## config.mk

```make
export PLATFORM = sky130hd
export DESIGN_NAME = kbd_row_latch_unit
export DESIGN_NICKNAME = d
export VERILOG_FILES = /design/src/rtl/kbd_pkg.sv /design/src/rtl/kbd_ctl_regs.sv /design/src/rtl/kbd_row_sampler.sv /design/src/rtl/kbd_read_mux.sv /design/src/rtl/kbd_row_latch_unit.sv
export SDC_FILE = /design/constraint.sdc
export NUM_CORES = 1
export LEC_CHECK = 0
export BUFFER_PORTS_ARGS = -buffer_cell sky130_fd_sc_hd__buf_2
export CORE_MARGIN = 4
export CORE_UTILIZATION = 44
export CTS_BUF_LIST = sky130_fd_sc_hd__clkbuf_4
export CTS_CLUSTER_DIAMETER = 80
export CTS_CLUSTER_SIZE = 28
export DETAILED_ROUTE_END_ITERATION = 10
export GPL_TIMING_DRIVEN = 0
export MAX_ROUTING_LAYER = met4
export PLACE_DENSITY_LB_ADDON = 0.3
export SLEW_MARGIN = 20
export SYNTH_ARGS = -nofsm -noshare
export SYNTH_HDL_FRONTEND = slang
export SYNTH_SLANG_ARGS = --single-unit
```

## constraint.sdc

```tcl
create_clock -name clk -period 3.8 [get_ports clk]
set_input_delay 0.57 -clock clk [delete_from_list [all_inputs] [get_ports clk]]
set_output_delay 0.57 -clock clk [all_outputs]
set_load 0.01 [all_outputs]
```

## src/rtl/kbd_pkg.sv

```systemverilog
package kbd_pkg;

    localparam int unsigned KP_ROWS   = 5;
    localparam int unsigned KP_COLS   = 8;
    localparam int unsigned KP_BUS_W  = 16;
    localparam int unsigned KP_ADDR_W = 8;

    localparam logic [KP_ADDR_W-1:0] OFS_ROWS = 8'h10;
    localparam logic [KP_ADDR_W-1:0] OFS_COLS = 8'h14;
    localparam logic [KP_ADDR_W-1:0] OFS_STAT = 8'h20;
    localparam logic [KP_ADDR_W-1:0] OFS_MASK = 8'h28;

    typedef enum logic [2:0] {
        SEL_ROWS,
        SEL_COLS,
        SEL_STAT,
        SEL_MASK,
        SEL_NONE
    } reg_sel_e;

    typedef struct packed {
        logic                 wr;
        logic [KP_ADDR_W-1:0] addr;
        logic [KP_BUS_W-1:0]  wdata;
    } bus_req_t;

    function automatic reg_sel_e decode_sel(input logic [KP_ADDR_W-1:0] a);
        case (a)
            OFS_ROWS: decode_sel = SEL_ROWS;
            OFS_COLS: decode_sel = SEL_COLS;
            OFS_STAT: decode_sel = SEL_STAT;
            OFS_MASK: decode_sel = SEL_MASK;
            default:  decode_sel = SEL_NONE;
        endcase
    endfunction

endpackage

```

## src/rtl/kbd_ctl_regs.sv

```systemverilog
module kbd_ctl_regs
    import kbd_pkg::*;
#(
    parameter int unsigned COLS = KP_COLS
) (
    input  logic            clk,
    input  logic            rst,
    input  bus_req_t        req,
    output logic [COLS-1:0] col_q,
    output logic            mask_q
);

    reg_sel_e sel;
    logic     col_we;
    logic     mask_we;

    always_comb begin
        sel     = decode_sel(req.addr);
        col_we  = req.wr && (sel == SEL_COLS);
        mask_we = req.wr && (sel == SEL_MASK);
    end

    always_ff @(posedge clk) begin
        if (rst) begin
            col_q  <= '0;
            mask_q <= 1'b0;
        end else begin
            if (col_we)  col_q  <= req.wdata[COLS-1:0];
            if (mask_we) mask_q <= req.wdata[0];
        end
    end


    col_hold_chk: assert property (@(posedge clk) disable iff (rst)
        !(req.wr && req.addr == OFS_COLS) |=> $stable(col_q));


    mask_hold_chk: assert property (@(posedge clk) disable iff (rst)
        !(req.wr && req.addr == OFS_MASK) |=> $stable(mask_q));

endmodule

```

## src/rtl/kbd_row_sampler.sv

```systemverilog
module kbd_row_sampler #(
    parameter int unsigned ROWS = kbd_pkg::KP_ROWS,
    parameter int unsigned COLS = kbd_pkg::KP_COLS,
    localparam int unsigned KEYS = ROWS * COLS
) (
    input  logic            clk,
    input  logic            rst,
    input  logic [KEYS-1:0] key_pressed,
    input  logic [COLS-1:0] col_q,
    output logic [ROWS-1:0] row_q
);

    logic [ROWS-1:0] row_hit;

    for (genvar r = 0; r < ROWS; r++) begin : g_row
        assign row_hit[r] = |(key_pressed[r*COLS +: COLS] & ~col_q);

        always_ff @(posedge clk) begin
            if (rst) row_q[r] <= 1'b1;
            else     row_q[r] <= ~row_hit[r];
        end
    end


    row_reset_chk: assert property (@(posedge clk)
        rst |=> (row_q == '1));


    row_idle_when_undriven_chk: assert property (@(posedge clk) disable iff (rst)
        (col_q == '1) |=> (row_q == '1));


    row_idle_when_released_chk: assert property (@(posedge clk) disable iff (rst)
        (key_pressed == '0) |=> (row_q == '1));

endmodule

```

## src/rtl/kbd_read_mux.sv

```systemverilog
module kbd_read_mux
    import kbd_pkg::*;
#(
    parameter int unsigned ROWS  = KP_ROWS,
    parameter int unsigned COLS  = KP_COLS,
    parameter int unsigned BUS_W = KP_BUS_W
) (
    input  logic [KP_ADDR_W-1:0] addr,
    input  logic [ROWS-1:0]      row_q,
    input  logic [COLS-1:0]      col_q,
    input  logic                 mask_q,
    input  logic                 pending,
    output logic [BUS_W-1:0]     rdata
);

    always_comb begin
        rdata = '0;
        case (decode_sel(addr))
            SEL_ROWS: rdata[ROWS-1:0] = row_q;
            SEL_COLS: rdata[COLS-1:0] = col_q;
            SEL_STAT: rdata[0]        = pending;
            SEL_MASK: rdata[0]        = mask_q;
            default:  rdata           = '0;
        endcase
    end

endmodule

```

## src/rtl/kbd_row_latch_unit.sv

```systemverilog
module kbd_row_latch_unit
    import kbd_pkg::*;
#(
    parameter int unsigned ROWS  = KP_ROWS,
    parameter int unsigned COLS  = KP_COLS,
    parameter int unsigned BUS_W = KP_BUS_W,
    localparam int unsigned KEYS = ROWS * COLS
) (
    input  logic                 clk,
    input  logic                 rst,
    input  logic                 fclk_en,
    input  logic                 bus_wr,
    input  logic [KP_ADDR_W-1:0] bus_addr,
    input  logic [BUS_W-1:0]     bus_wdata,
    output logic [BUS_W-1:0]     bus_rdata,
    input  logic [KEYS-1:0]      key_pressed,
    output logic                 kbd_irq
);

    bus_req_t        req;
    logic [COLS-1:0] col_q;
    logic            mask_q;
    logic [ROWS-1:0] row_q;
    logic            pending;

    always_comb begin
        req.wr    = bus_wr;
        req.addr  = bus_addr;
        req.wdata = KP_BUS_W'(bus_wdata);
    end

    kbd_ctl_regs #(.COLS(COLS)) u_regs (
        .clk    (clk),
        .rst    (rst),
        .req    (req),
        .col_q  (col_q),
        .mask_q (mask_q)
    );

    kbd_row_sampler #(.ROWS(ROWS), .COLS(COLS)) u_rows (
        .clk         (clk),
        .rst         (rst),
        .key_pressed (key_pressed),
        .col_q       (col_q),
        .row_q       (row_q)
    );

    assign pending = (row_q != '1) && !mask_q;
    assign kbd_irq = pending && fclk_en;

    kbd_read_mux #(.ROWS(ROWS), .COLS(COLS), .BUS_W(BUS_W)) u_rd (
        .addr    (bus_addr),
        .row_q   (row_q),
        .col_q   (col_q),
        .mask_q  (mask_q),
        .pending (pending),
        .rdata   (bus_rdata)
    );


    irq_needs_enable_chk: assert property (@(posedge clk) disable iff (rst)
        kbd_irq |-> fclk_en);


    irq_blocked_by_mask_chk: assert property (@(posedge clk) disable iff (rst)
        kbd_irq |-> !mask_q);


    irq_needs_key_chk: assert property (@(posedge clk) disable iff (rst)
        kbd_irq |-> (row_q != '1));

endmodule

```

**After elaboration in Yosys (flattened, before gate mapping)**

Cells that the tools add are included.

- Bitwise operators: 11
- Reductions and logical operators: 11
- Eq/ne operators: 8
- Muxes and demuxes: 4

Operator list:

| cell | count |
|---|---|
| 8-bit bitwise AND | 5 |
| 8-bit OR reduction | 5 |
| 8-bit by 5-bit equality test with 1-bit output (second input constant) | 2 |
| 8-bit by 6-bit equality test with 1-bit output (second input constant) | 2 |
| 3-bit case mux with 4 select lines | 1 |
| 8-bit NOT | 1 |
| 4-bit case mux with 2 select lines | 1 |
| 3-bit by 2-bit equality test with 1-bit output (second input constant) | 2 |
| 5-bit inequality test (second input constant) | 1 |
| 1-bit NOT | 5 |
| 1-bit logical AND | 4 |
| 1-bit case mux with 4 select lines | 1 |
| 3-bit by 1-bit equality test with 1-bit output (second input constant) | 1 |
| 3-bit logical NOT | 1 |
| 3-bit two-way mux | 1 |
| 1-bit logical NOT | 1 |

- Flip-flop bits (word level): 14
- Input bits: 68

**Depth between registers and ports, before layout**

Gate-level depths: netlist of the first run.

- Depth in word-level cells: 4
- Gate-level depth with buffers: 5
- Depth with buffers taken out: 3

**By module**

A second synthesis of the first run with hierarchy kept.

- Cells, all modules: 147
- Area, all modules: 1118.6 um^2

By module, submodules not included:

| module | area an instance (um^2) | times used | cells an instance |
|---|---|---|---|
| kbd_ctl_regs | 437.9 | 1 | 42 |
| kbd_row_sampler | 422.9 | 1 | 71 |
| kbd_read_mux | 232.7 | 1 | 30 |
| kbd_row_latch_unit | 25.0 | 1 | 4 |

**Worst setup path after synthesis of the first run**

No wires, ideal clock.

- Path kind: input to output
- Start: input port bus_addr[2]
- End: output port bus_rdata[0]
- Slack: 1.759 ns
- Path buffers: 1
- Cell stages on the path: 4
- Arrival: 1.471 ns
- Path through: buf_2 > nor3b_1 > a32oi_1 > a21oi_1

- Word-level cells in the longest chain between the ends: 4
- Elaborated cells on any way between the ends: 10
- Those cells by class: eq/ne (7); mux (2); reduce/logical (1)

Ends and longest elaborated chain:

| element | line | text |
|---|---|---|
| start: declaration | kbd_row_latch_unit.sv:13 | `input logic [KP_ADDR_W-1:0] bus_addr,` |
| 8-bit by 6-bit equality test with 1-bit output / 8-bit by 5-bit equality test with 1-bit output (equally long branches) | kbd_pkg.sv:28 | `case (a)` |
| 3-bit case mux with 4 select lines * | kbd_pkg.sv:28 |  |
| 3-bit by 2-bit equality test with 1-bit output (tied with other cells) | kbd_read_mux.sv:18 | `case (decode_sel(addr))` |
| 1-bit case mux with 4 select lines * | kbd_read_mux.sv:18 |  |
| end: declaration | kbd_row_latch_unit.sv:15 | `output logic [BUS_W-1:0] bus_rdata,` |

Every way passes the cells marked *; elsewhere a longest branch is shown, timed or not.

**Worst setup path after layout of the first run**

- Start: input port bus_addr[1]
- End: output port bus_rdata[1]

- Word-level cells in the longest chain between the ends: 4
- Elaborated cells on any way between the ends: 8
- Those cells by class: eq/ne (5); mux (2); reduce/logical (1)

Ends and longest elaborated chain:

| element | line |
|---|---|
| 8-bit by 6-bit equality test with 1-bit output / 8-bit by 5-bit equality test with 1-bit output (equally long branches) | kbd_pkg.sv:28 |
| 3-bit case mux with 4 select lines * | kbd_pkg.sv:28 |
| 3-bit by 1-bit equality test with 1-bit output / 3-bit logical NOT (equally long branches) | kbd_read_mux.sv:18 |
| 4-bit case mux with 2 select lines * | kbd_read_mux.sv:18 |

Marked as above.

==> run summary, run 1 <==
Synth Instances -> 153
first-pass GRT wire length -> 5057 um
Initial Util -> 47.50%
largest family of logic cells by synthesized area -> compound AO/OA/AOI/OAI gates
number of global-route vias before repair -> 1181
pin count of the biggest net entering global routing -> 11
mapped cell area -> 0.001081 mm2
Hold WC Path Type -> in -> reg
Tmin final -> 2412 ps
Crit Path Category -> in -> out
clk root buf -> clkbuf_4
r2r endpoint -> u_rows.row_q[3]
vias per inst -> 5.078
Synth Area per Inst -> 7.066 um2
hold path cells -> 3
hold_sp -> bus_wdata[6]
die area -> 0.003314 mm2
sequential-to-total area share from yosys stat -> 25.93%
Routed WL per cell -> 12.59 um
crit path launch type -> primary input
Fillers -> 233
FMAX -> 414.5 MHz
Synth Area in Simple Gates -> 15.97%
Setup Fix Bufs, Post-CTS -> 0
Worst EP arrival -> 1840 ps
post-synthesis register bit count -> 14
most frequent cells in the layout -> 69 x buf_2, 43 x inv_1, 20 x o22ai_1, 14 x dfxtp_1, 10 x a21oi_1
Rows -> 17
crit path max fanout -> 10
worst setup path startpoint -> bus_addr[1]
leakage -> 0.8454 nW
clock latency at the later pin of the worst-skew pair -> 280 ps
Max rail drop VDD -> 0.2653 mV
setup TNS -> 0 ps
detailed-route wire length -> 3249 um
DRC -> 0
share of layout cells above drive strength 1 -> 36.52%
cells on worst reg2reg path -> 2
routed vias -> 1310
nets@finish -> 299
Die X -> 57.57 um
Yosys top cell by area -> dfxtp_1
post-synthesis mux area share -> 4.745%
top cells by area, synth -> dfxtp_1 26%, inv_1 15%, o22ai_1 12%, buf_4 5.6%, o31ai_1 5.6%
flop2flop setup slack -> 2620 ps
clk slew on worst S/H paths -> 90 ps
CTS tree -> built
TritonCTS Sinks -> 14
Area Overhead vs Synth -> 38.66%
# setup viols final -> 0
I/O Buffers -> 66
Clock Skew -> 8.744 ps
io pins -> 85
GRT Total Usage -> 19.47%
Num CTS Buffers -> 3
DRT iter0 DRCs -> 24
Inserted Diodes -> 0
r2r startpoint -> u_regs.col_q[6]
clock buffer depth -> 2
htree depth -> 1
run status -> finished clean
Overflow after GRT -> 0
RSZ-0062 raised after global routing -> false
Compound-Gate Fraction of Synth Area -> 29.05%
library cells used by synthesis -> 29
XOR/XNOR Fraction of Synth Area -> 0%
post-synth top area share -> 25.93%
GPL Wtd Cong -> 0.8400
Critical Path RT -> 3230 ps
initial antenna violation count -> 0
final hold violation count -> 0
commonest non-fill, non-tap cell in the layout -> buf_2
Hold EP -> u_regs.col_q[6]
Worst setup EP type -> output port
synth warn -> 0
die height -> 57.57 um
TritonRoute pass-1 iters -> 4
hold_buf cts -> 0
Final Cycle Share -> 63.49%
final core occ -> 65.86%
MaxCap Viol Count -> 0
Adder-Cell Fraction of Synth Area -> 0%
max-slew violations -> 0
post-DP HPWL -> 2558 um
Core Box Area -> 0.002276 mm2
pwr dens -> 211.1 mW/mm2
Post-CTS Resized -> 0
Final ANT Viol Nets -> 0
## final cells by class
cell class / count / area (um2) / share of cell area (%)
plain buffers: 15 / 97.59 / 6.511
clock buffers: 3 / 22.52 / 1.503
clock inverters: 1 / 3.754 / 0.2504
inverters: 43 / 161.4 / 10.77
multi-input cells: 88 / 568.0 / 37.90
flip-flops and latches: 14 / 280.3 / 18.70
well taps: 28 / 35.03 / 2.337
repair buffers: 66 / 330.3 / 22.04
## critical path, stage by stage
cell and delay (ps):
buf_2 100, nor4_1 450, buf_2 300, nand2_1 140
nor2_1 140, buf_2 140
## how the worst max path moves through the flow
stage	to	slack [ps]	depth (start not counted)
CTS	bus_rdata[1]	1380	6
finish	bus_rdata[1]	1390	6
detailed placement	bus_rdata[1]	1390	6
global route	bus_rdata[1]	1290	6
global placement	bus_rdata[1]	1440	6
floorplan	bus_rdata[0]	1760	4
## metrics by stage
step | total power [mW] | hold slack, ps | instance area (um2) | setup slack [ps] | std cells
3_3_place_gp | 0.2332 | 563.1 | 1473 | 1438 | 254
4_1_cts | 0.3178 | 536.3 | 1499 | 1385 | 258
6_report | 0.3164 | 538.8 | 1499 | 1388 | 258
5_1_grt | 0.3399 | 531.7 | 1499 | 1285 | 258
2_1_floorplan | 0.1974 | 503.1 | 1107 | 1759 | 160
3_5_place_dp | 0.2341 | 565.6 | 1473 | 1388 | 254
## registers in the layout, summed over array words and instances, names as in the netlist
register	cells
u_regs.mask_q	1
u_regs.col_q	8
u_rows.row_q	5
## cell usage after synthesis
master     number
mux2_2          1
a21oi_1        10
clkbuf_1        2
nand4_1         9
conb_1          1
nor4bb_1        1
and3_1          3
and2_1          2
o211ai_1        1
mux2i_1         4
buf_4           8
a32oi_1         1
o22ai_1        20
nor4_1          1
inv_1          43
nand2_1         2
nor3b_1         2
buf_2           3
nor2_1          5
buf_6           1
or4_4           1
o31ai_1         8
nand4bb_1       1
o41ai_1         5
buf_1           1
o211a_1         1
dfxtp_1        14
a31o_2          1
nand3_1         1
## routing by layer
| metal | wire (um) | track usage [%] | share of wire [%] |
|---|---|---|---|
| met4 | 42 | 1.325 | 1.3 |
| met1 | 1236 | 23.32 | 38 |
| met3 | 324 | 5.656 | 10 |
| met2 | 1644 | 33.55 | 51 |
| met5 | 0 | - | 0 |
## cell families after synthesis
logic type,count (synthesis)
flip-flops,14
AO/OA/AOI/OAI,47
AND/OR/NAND/NOR,28
buffers and inverters,58
other,1
multiplexers,5
## report_power, final
group          total (mW)  leakage (nW)  switching [mW]  internal [mW]
clock network      0.0849        0.0154          0.0468         0.0381
registers           0.152         0.115         0.00201          0.150
logic              0.0799         0.715          0.0371         0.0428
No activity file was read; power rests on OpenSTA's default activity.
==> run 2: changes to the inputs <==
CORE_ASPECT_RATIO = 0.5   (was not set)
CORE_UTILIZATION = 37   (was 44)
clock period = 2.1 ns   (was 3.8 ns; I/O delays follow)
==> run 2 against run 1 <==
Compared with the run above:
- critical endpoint unchanged
- clock power increased by 80%
- die area increased by 18%
- design area increased by 0.75%
- critical path depth unchanged
- sequential cell count unchanged
- combinational power increased by 83%
- clock skew decreased by 0.83 ps
- critical path type unchanged
- core utilization decreased by 9.6 points
- routed wire length increased by 4.5%
==> run summary, run 2 (synthesized netlist as in run 1, its figures left out) <==
die height -> 46.22 um (-20%)
TritonCTS Sinks -> 14 (unchanged)
pwr dens -> 379.5 mW/mm2 (+80%)
# setup viols final -> 0 (unchanged)
htree depth -> 1 (unchanged)
Initial Util -> 40.28% (-7.2 points)
Core Box Area -> 0.002684 mm2 (+18%)
Slew headroom -> 66.33%
Crit Path Category -> in -> out
clk root buf -> clkbuf_4
nets@finish -> 299 (unchanged)
Die X -> 84.44 um (+47%)
GPL Wtd Cong -> 0.8359 (-0.49%)
Worst EP arrival -> 1600 ps (-240 ps)
io pins -> 85 (unchanged)
commonest non-fill, non-tap cell in the layout -> buf_2
largest registers -> u_regs.col_q: 8 flops, u_rows.row_q: 5 flops, u_regs.mask_q: 1 flops
Power Total -> 0.5731 mW (+81%)
GRT Total Usage -> 16.90% (-2.6 points)
Rows -> 13 (-4)
switching portion of total power -> 27.21% (+0.068 points)
Tmin final -> 1918 ps
WP buf/inv -> 3 (unchanged)
setup TNS -> 0 ps (unchanged)
DRC -> 0 (unchanged)
run status -> finished clean
most frequent CP cell -> buf_2
FMAX -> 521.5 MHz
crit path launch type -> primary input
Slowest-stage cell, CP -> nor4_1
clock latency at the later pin of the worst-skew pair -> 280 ps (about the same)
Worst setup EP type -> output port
final hold violation count -> 0 (unchanged)
post-DP HPWL -> 2754 um (+7.6%)
hold_buf cts -> 0 (unchanged)
first-pass GRT wire length -> 5064 um (+0.14%)
TritonRoute pass-1 iters -> 4 (unchanged)
Pint -> 0.4171 mW (+81%)
clock buffer depth -> 2 (unchanged)
CTS tree -> built
Max rail drop VDD -> 0.2496 mV (-5.9%)
power share of the sequential group -> 47.8% (about the same)
DRT iter0 DRCs -> 47 (+96%)
MaxCap Viol Count -> 0 (unchanged)
initial antenna violation count -> 0 (unchanged)
clock power share -> 26.6% (-0.2 points)
Worst path top cell family by delay -> simple AND/OR/NAND/NOR gates
Inserted Diodes -> 0 (unchanged)
Final ANT Viol Nets -> 0 (unchanged)
crit path max fanout -> 10 (unchanged)
Worst Max-Slew Pin Slew -> 500.5 ps
clk slew on worst S/H paths -> 90 ps (about the same)
Final Cycle Share -> 91.32%
max reg flops -> 8 (unchanged)
vias per inst -> 5.060 (-0.35%)
Hold WC Path Type -> in -> reg
RSZ-0062 raised after global routing -> false
share of layout cells above drive strength 1 -> 36.52% (unchanged)
Logic pwr share -> 25.5% (+0.3 points)
pin count of the biggest net entering global routing -> 11 (unchanged)
Num CTS Buffers -> 3 (unchanged)
detailed-route wire length -> 3394 um (+4.5%)
critical-path cell list -> buf_2 > nor4_1 > buf_2 > nand2_1 > nor2_1 > buf_2
Clock Skew -> 7.910 ps (-0.8337 ps)
leakage -> 0.8454 nW (unchanged)
Area Overhead vs Synth -> 39.70%
Overflow after GRT -> 0 (unchanged)
Net Sw Power -> 0.1560 mW (+82%)
number of global-route vias before repair -> 1178 (-0.25%)
Post-CTS Resized -> 0 (unchanged)
WHS -> 285.7 ps (-253.1 ps)
Routed WL per cell -> 12.71 um (+0.94%)
most frequent cells in the layout -> 69 x buf_2, 43 x inv_1, 20 x o22ai_1, 14 x dfxtp_1, 10 x a21oi_1
Setup Fix Bufs, Post-CTS -> 0 (unchanged)
routed vias -> 1351 (+3.1%)
I/O Buffers -> 66 (unchanged)
Critical Path RT -> 1780 ps (-1450 ps)
Top reg by flops -> u_regs.col_q
max-slew violations -> 0 (unchanged)
delay of the slowest critical-path stage -> 480 ps (+30 ps)
die area -> 0.003903 mm2 (+18%)
final core occ -> 56.27% (-9.6 points)
==> run 2: cell counts in the layout (fill, tap and decap cells not counted) <==
No cell type changed its count.
==> run 2: area by class of cell <==
type,count,area [um2]
multi-input cells,88,568.0
plain buffers,15,97.59
fillers,264,1174
clock buffers,3,22.52
well taps,37,46.29
flip-flops and latches,14,280.3
repair buffers,66,330.3
clock inverters,1,3.754
inverters,43,161.4
==> run 2: layer usage <==
layer	routed length (um)	GRT usage (%)	part of all wire, %	up-vias
met5	0	-	0	-
met4	52	4.101	1.5	0
met3	409	4.821	12	6
met2	1589	28.68	47	73
met1	1343	20.36	40	593
li1	-	-	-	679
==> run 2: through the flow <==
step | instance area, um2 | instances | worst slack, ps
after CTS | 1510 | 267 | 189.2
after floorplan | 1107 | 160 | 568.8
after global placement | 1484 | 263 | 207.4
after detailed placement | 1484 | 263 | 193.9
final | 1510 | 267 | 182.4
after global routing | 1510 | 267 | 59.99
==> run 2: worst min-delay path: stages <==
cell     delay (ps)
buf_2           100
nand4_1          60
a21oi_1          60
==> run 2: path summary, 6_finish.rpt <==
kind	depth (start not counted)	end	from	slack, ps
setup / recovery	6	bus_rdata[1]	bus_addr[1]	180
hold / removal	3	u_regs.col_q[5]	bus_wdata[5]	290
setup reg to reg	2	u_rows.row_q[4]	u_regs.col_q[5]	910
hold reg to reg	3	u_regs.mask_q	u_regs.mask_q	590
==> run 2: power by group through the flow <==
stage	Combinational, mW	Sequential (mW)	Clock, mW
2_1_floorplan	0.0782	0.279	0
3_3_place_gp	0.142	0.280	0
3_5_place_dp	0.145	0.280	0
4_1_cts	0.145	0.274	0.156
5_1_grt	0.163	0.275	0.172
6_report	0.146	0.274	0.153
==> run 3: changes to the inputs <==
CORE_UTILIZATION = 35   (was 37)
CTS_BUF_LIST = not set   (was sky130_fd_sc_hd__clkbuf_4)
SKIP_CTS_REPAIR_TIMING = 1   (was not set)
==> run 3 against run 2 <==
Compared with the run above:
- non-clock buffer count stayed put
- register-to-register slack hardly changed
- first-iteration DRC count fell by 8.5%
- critical path depth stayed put
- core utilization decreased by 0.61 points
- sequential power about the same
- largest power group unchanged
- highest routed layer unchanged
==> run summary, run 3 (synthesized netlist as in run 1, its figures left out) <==
max-slew violations -> 0 (unchanged)
Tmin final -> 1889 ps (-28.48 ps)
MaxCap Viol Count -> 0 (unchanged)
Top reg by flops -> u_regs.col_q
critical-path cell list -> buf_2 > nor4_1 > buf_2 > nand2_1 > nor2_1 > buf_2
max reg flops -> 8 (unchanged)
clk slew on worst S/H paths -> 60 ps (-30 ps)
pin count of the biggest net entering global routing -> 11 (unchanged)
Logic pwr share -> 21.4% (-4.1 points)
I/O Buffers -> 66 (unchanged)
crit path launch type -> primary input
die area -> 0.004096 mm2 (+4.9%)
Overflow after GRT -> 0 (unchanged)
Final ANT Viol Nets -> 0 (unchanged)
Rows -> 13 (unchanged)
Final Cycle Share -> 89.96% (-1.4 points)
nets@finish -> 299 (unchanged)
WHS -> 328.5 ps (+42.83 ps)
clk root buf -> clkbuf_8
Inserted Diodes -> 0 (unchanged)
Core Box Area -> 0.002765 mm2 (+3.0%)
initial antenna violation count -> 0 (unchanged)
largest registers -> u_regs.col_q: 8 flops, u_rows.row_q: 5 flops, u_regs.mask_q: 1 flops
power share of the sequential group -> 40.4% (-7.4 points)
Max rail drop VDD -> 0.3122 mV (+25%)
RSZ-0062 raised after global routing -> false
Critical Path RT -> 1780 ps (about the same)
delay of the slowest critical-path stage -> 400 ps (-80 ps)
die height -> 47.30 um (+2.3%)
Slowest-stage cell, CP -> nor4_1
Design Area, Final -> 0.001539 mm2 (+1.9%)
DRC -> 0 (unchanged)
Clock Skew -> 0.2986 ps (-7.612 ps)
clock power share -> 38.2% (+12 points)
first-pass GRT wire length -> 5099 um (+0.69%)
Initial Util -> 39.10% (-1.2 points)
htree depth -> 1 (unchanged)
clock latency at the later pin of the worst-skew pair -> 240 ps (-40 ps)
Area Overhead vs Synth -> 42.36%
commonest non-fill, non-tap cell in the layout -> buf_2
post-DP HPWL -> 2677 um (-2.8%)
crit path max fanout -> 10 (unchanged)
vias per inst -> 4.835 (-4.4%)
Die X -> 86.60 um (+2.6%)
clock buffer depth -> 2 (unchanged)
Pint -> 0.5146 mW (+23%)
share of layout cells above drive strength 1 -> 36.96% (+0.43 points)
Net Sw Power -> 0.1638 mW (+5.0%)
TritonRoute pass-1 iters -> 4 (unchanged)
detailed-route wire length -> 3434 um (+1.2%)
Crit Path Category -> in -> out
Worst EP arrival -> 1570 ps (-30 ps)
GRT Total Usage -> 16.89% (about the same)
DRT iter0 DRCs -> 43 (-8.5%)
pwr dens -> 440.8 mW/mm2 (+16%)
most frequent CP cell -> buf_2
routed vias -> 1291 (-4.4%)
Worst setup EP type -> output port
final hold violation count -> 0 (unchanged)
TritonCTS Sinks -> 14 (unchanged)
most frequent cells in the layout -> 69 x buf_2, 43 x inv_1, 20 x o22ai_1, 14 x dfxtp_1, 10 x a21oi_1
switching portion of total power -> 24.15% (-3.1 points)
CTS tree -> built
Routed WL per cell -> 12.86 um (+1.2%)
number of global-route vias before repair -> 1137 (-3.5%)
# setup viols final -> 0 (unchanged)
io pins -> 85 (unchanged)
FMAX -> 529.3 MHz (+1.5%)
leakage -> 0.8588 nW (+1.6%)
setup TNS -> 0 ps (unchanged)
run status -> finished clean
GPL Wtd Cong -> 0.7909 (-5.4%)
Hold WC Path Type -> in -> reg
Placed Area -> 0.001484 mm2 (unchanged)
Num CTS Buffers -> 3 (unchanged)
## run 3: changes by cell type in the layout (fill, tap and decap cells not counted)
cell | before | now
clkbuf_4 | 3 | 0
clkbuf_8 | 0 | 4
clkinv_1 | 1 | 0
## run 3: layout make-up
| cell class | count | area, um2 |
|---|---|---|
| Sequential cell | 14 | 280.3 |
| Timing Repair Buffer | 66 | 330.3 |
| Clock buffer | 4 | 55.05 |
| Buffer | 15 | 97.59 |
| Inverter | 43 | 161.4 |
| Tap cell | 37 | 46.29 |
| Fill cell | 277 | 1226 |
| Multi-Input combinational cell | 88 | 568.0 |
## run 3: power groups by stage
stage / Clock (mW) / Combinational (mW) / Sequential, mW
3_5_place_dp: 0 / 0.143 / 0.280
4_1_cts: 0.267 / 0.144 / 0.274
6_report: 0.259 / 0.145 / 0.274
3_3_place_gp: 0 / 0.141 / 0.280
5_1_grt: 0.286 / 0.161 / 0.275
2_1_floorplan: 0 / 0.0782 / 0.279
## run 3: final timing paths
check | startpoint | to | slack, ps | cells past startpoint
max | bus_addr[1] | bus_rdata[4] | 210 | 6
min | bus_wdata[7] | u_regs.col_q[7] | 330 | 3
max reg2reg | u_regs.col_q[5] | u_rows.row_q[1] | 900 | 2
min reg2reg | u_regs.col_q[0] | u_regs.col_q[0] | 580 | 2
## run 3: critical path: cells and delay by family
| family | cells | cell delay [ps] |
|---|---|---|
| and+or+nand+nor | 3 | 710 |
| buffers and inverters | 3 | 550 |
## run 3: stage by stage
| step | utilization (%) | total power [mW] | cells | worst slack (ps) |
|---|---|---|---|---|
| finish | 55.66 | 0.6784 | 267 | 210.8 |
| global route | 55.66 | 0.7228 | 267 | 104.4 |
| CTS | 55.66 | 0.6851 | 267 | 233.4 |
| floorplan | - | 0.3573 | 160 | 568.8 |
| global placement | 53.67 | 0.4214 | 263 | 206.4 |
| detailed placement | 53.67 | 0.4229 | 263 | 235.4 |
## run 3: per-layer routing
metal	wire length [um]	GRT usage, %	up-vias
met5	0	-	-
met4	40	5.901	0
met3	242	4.028	5
met2	1545	25.68	44
met1	1605	22.11	567
li1	-	-	675
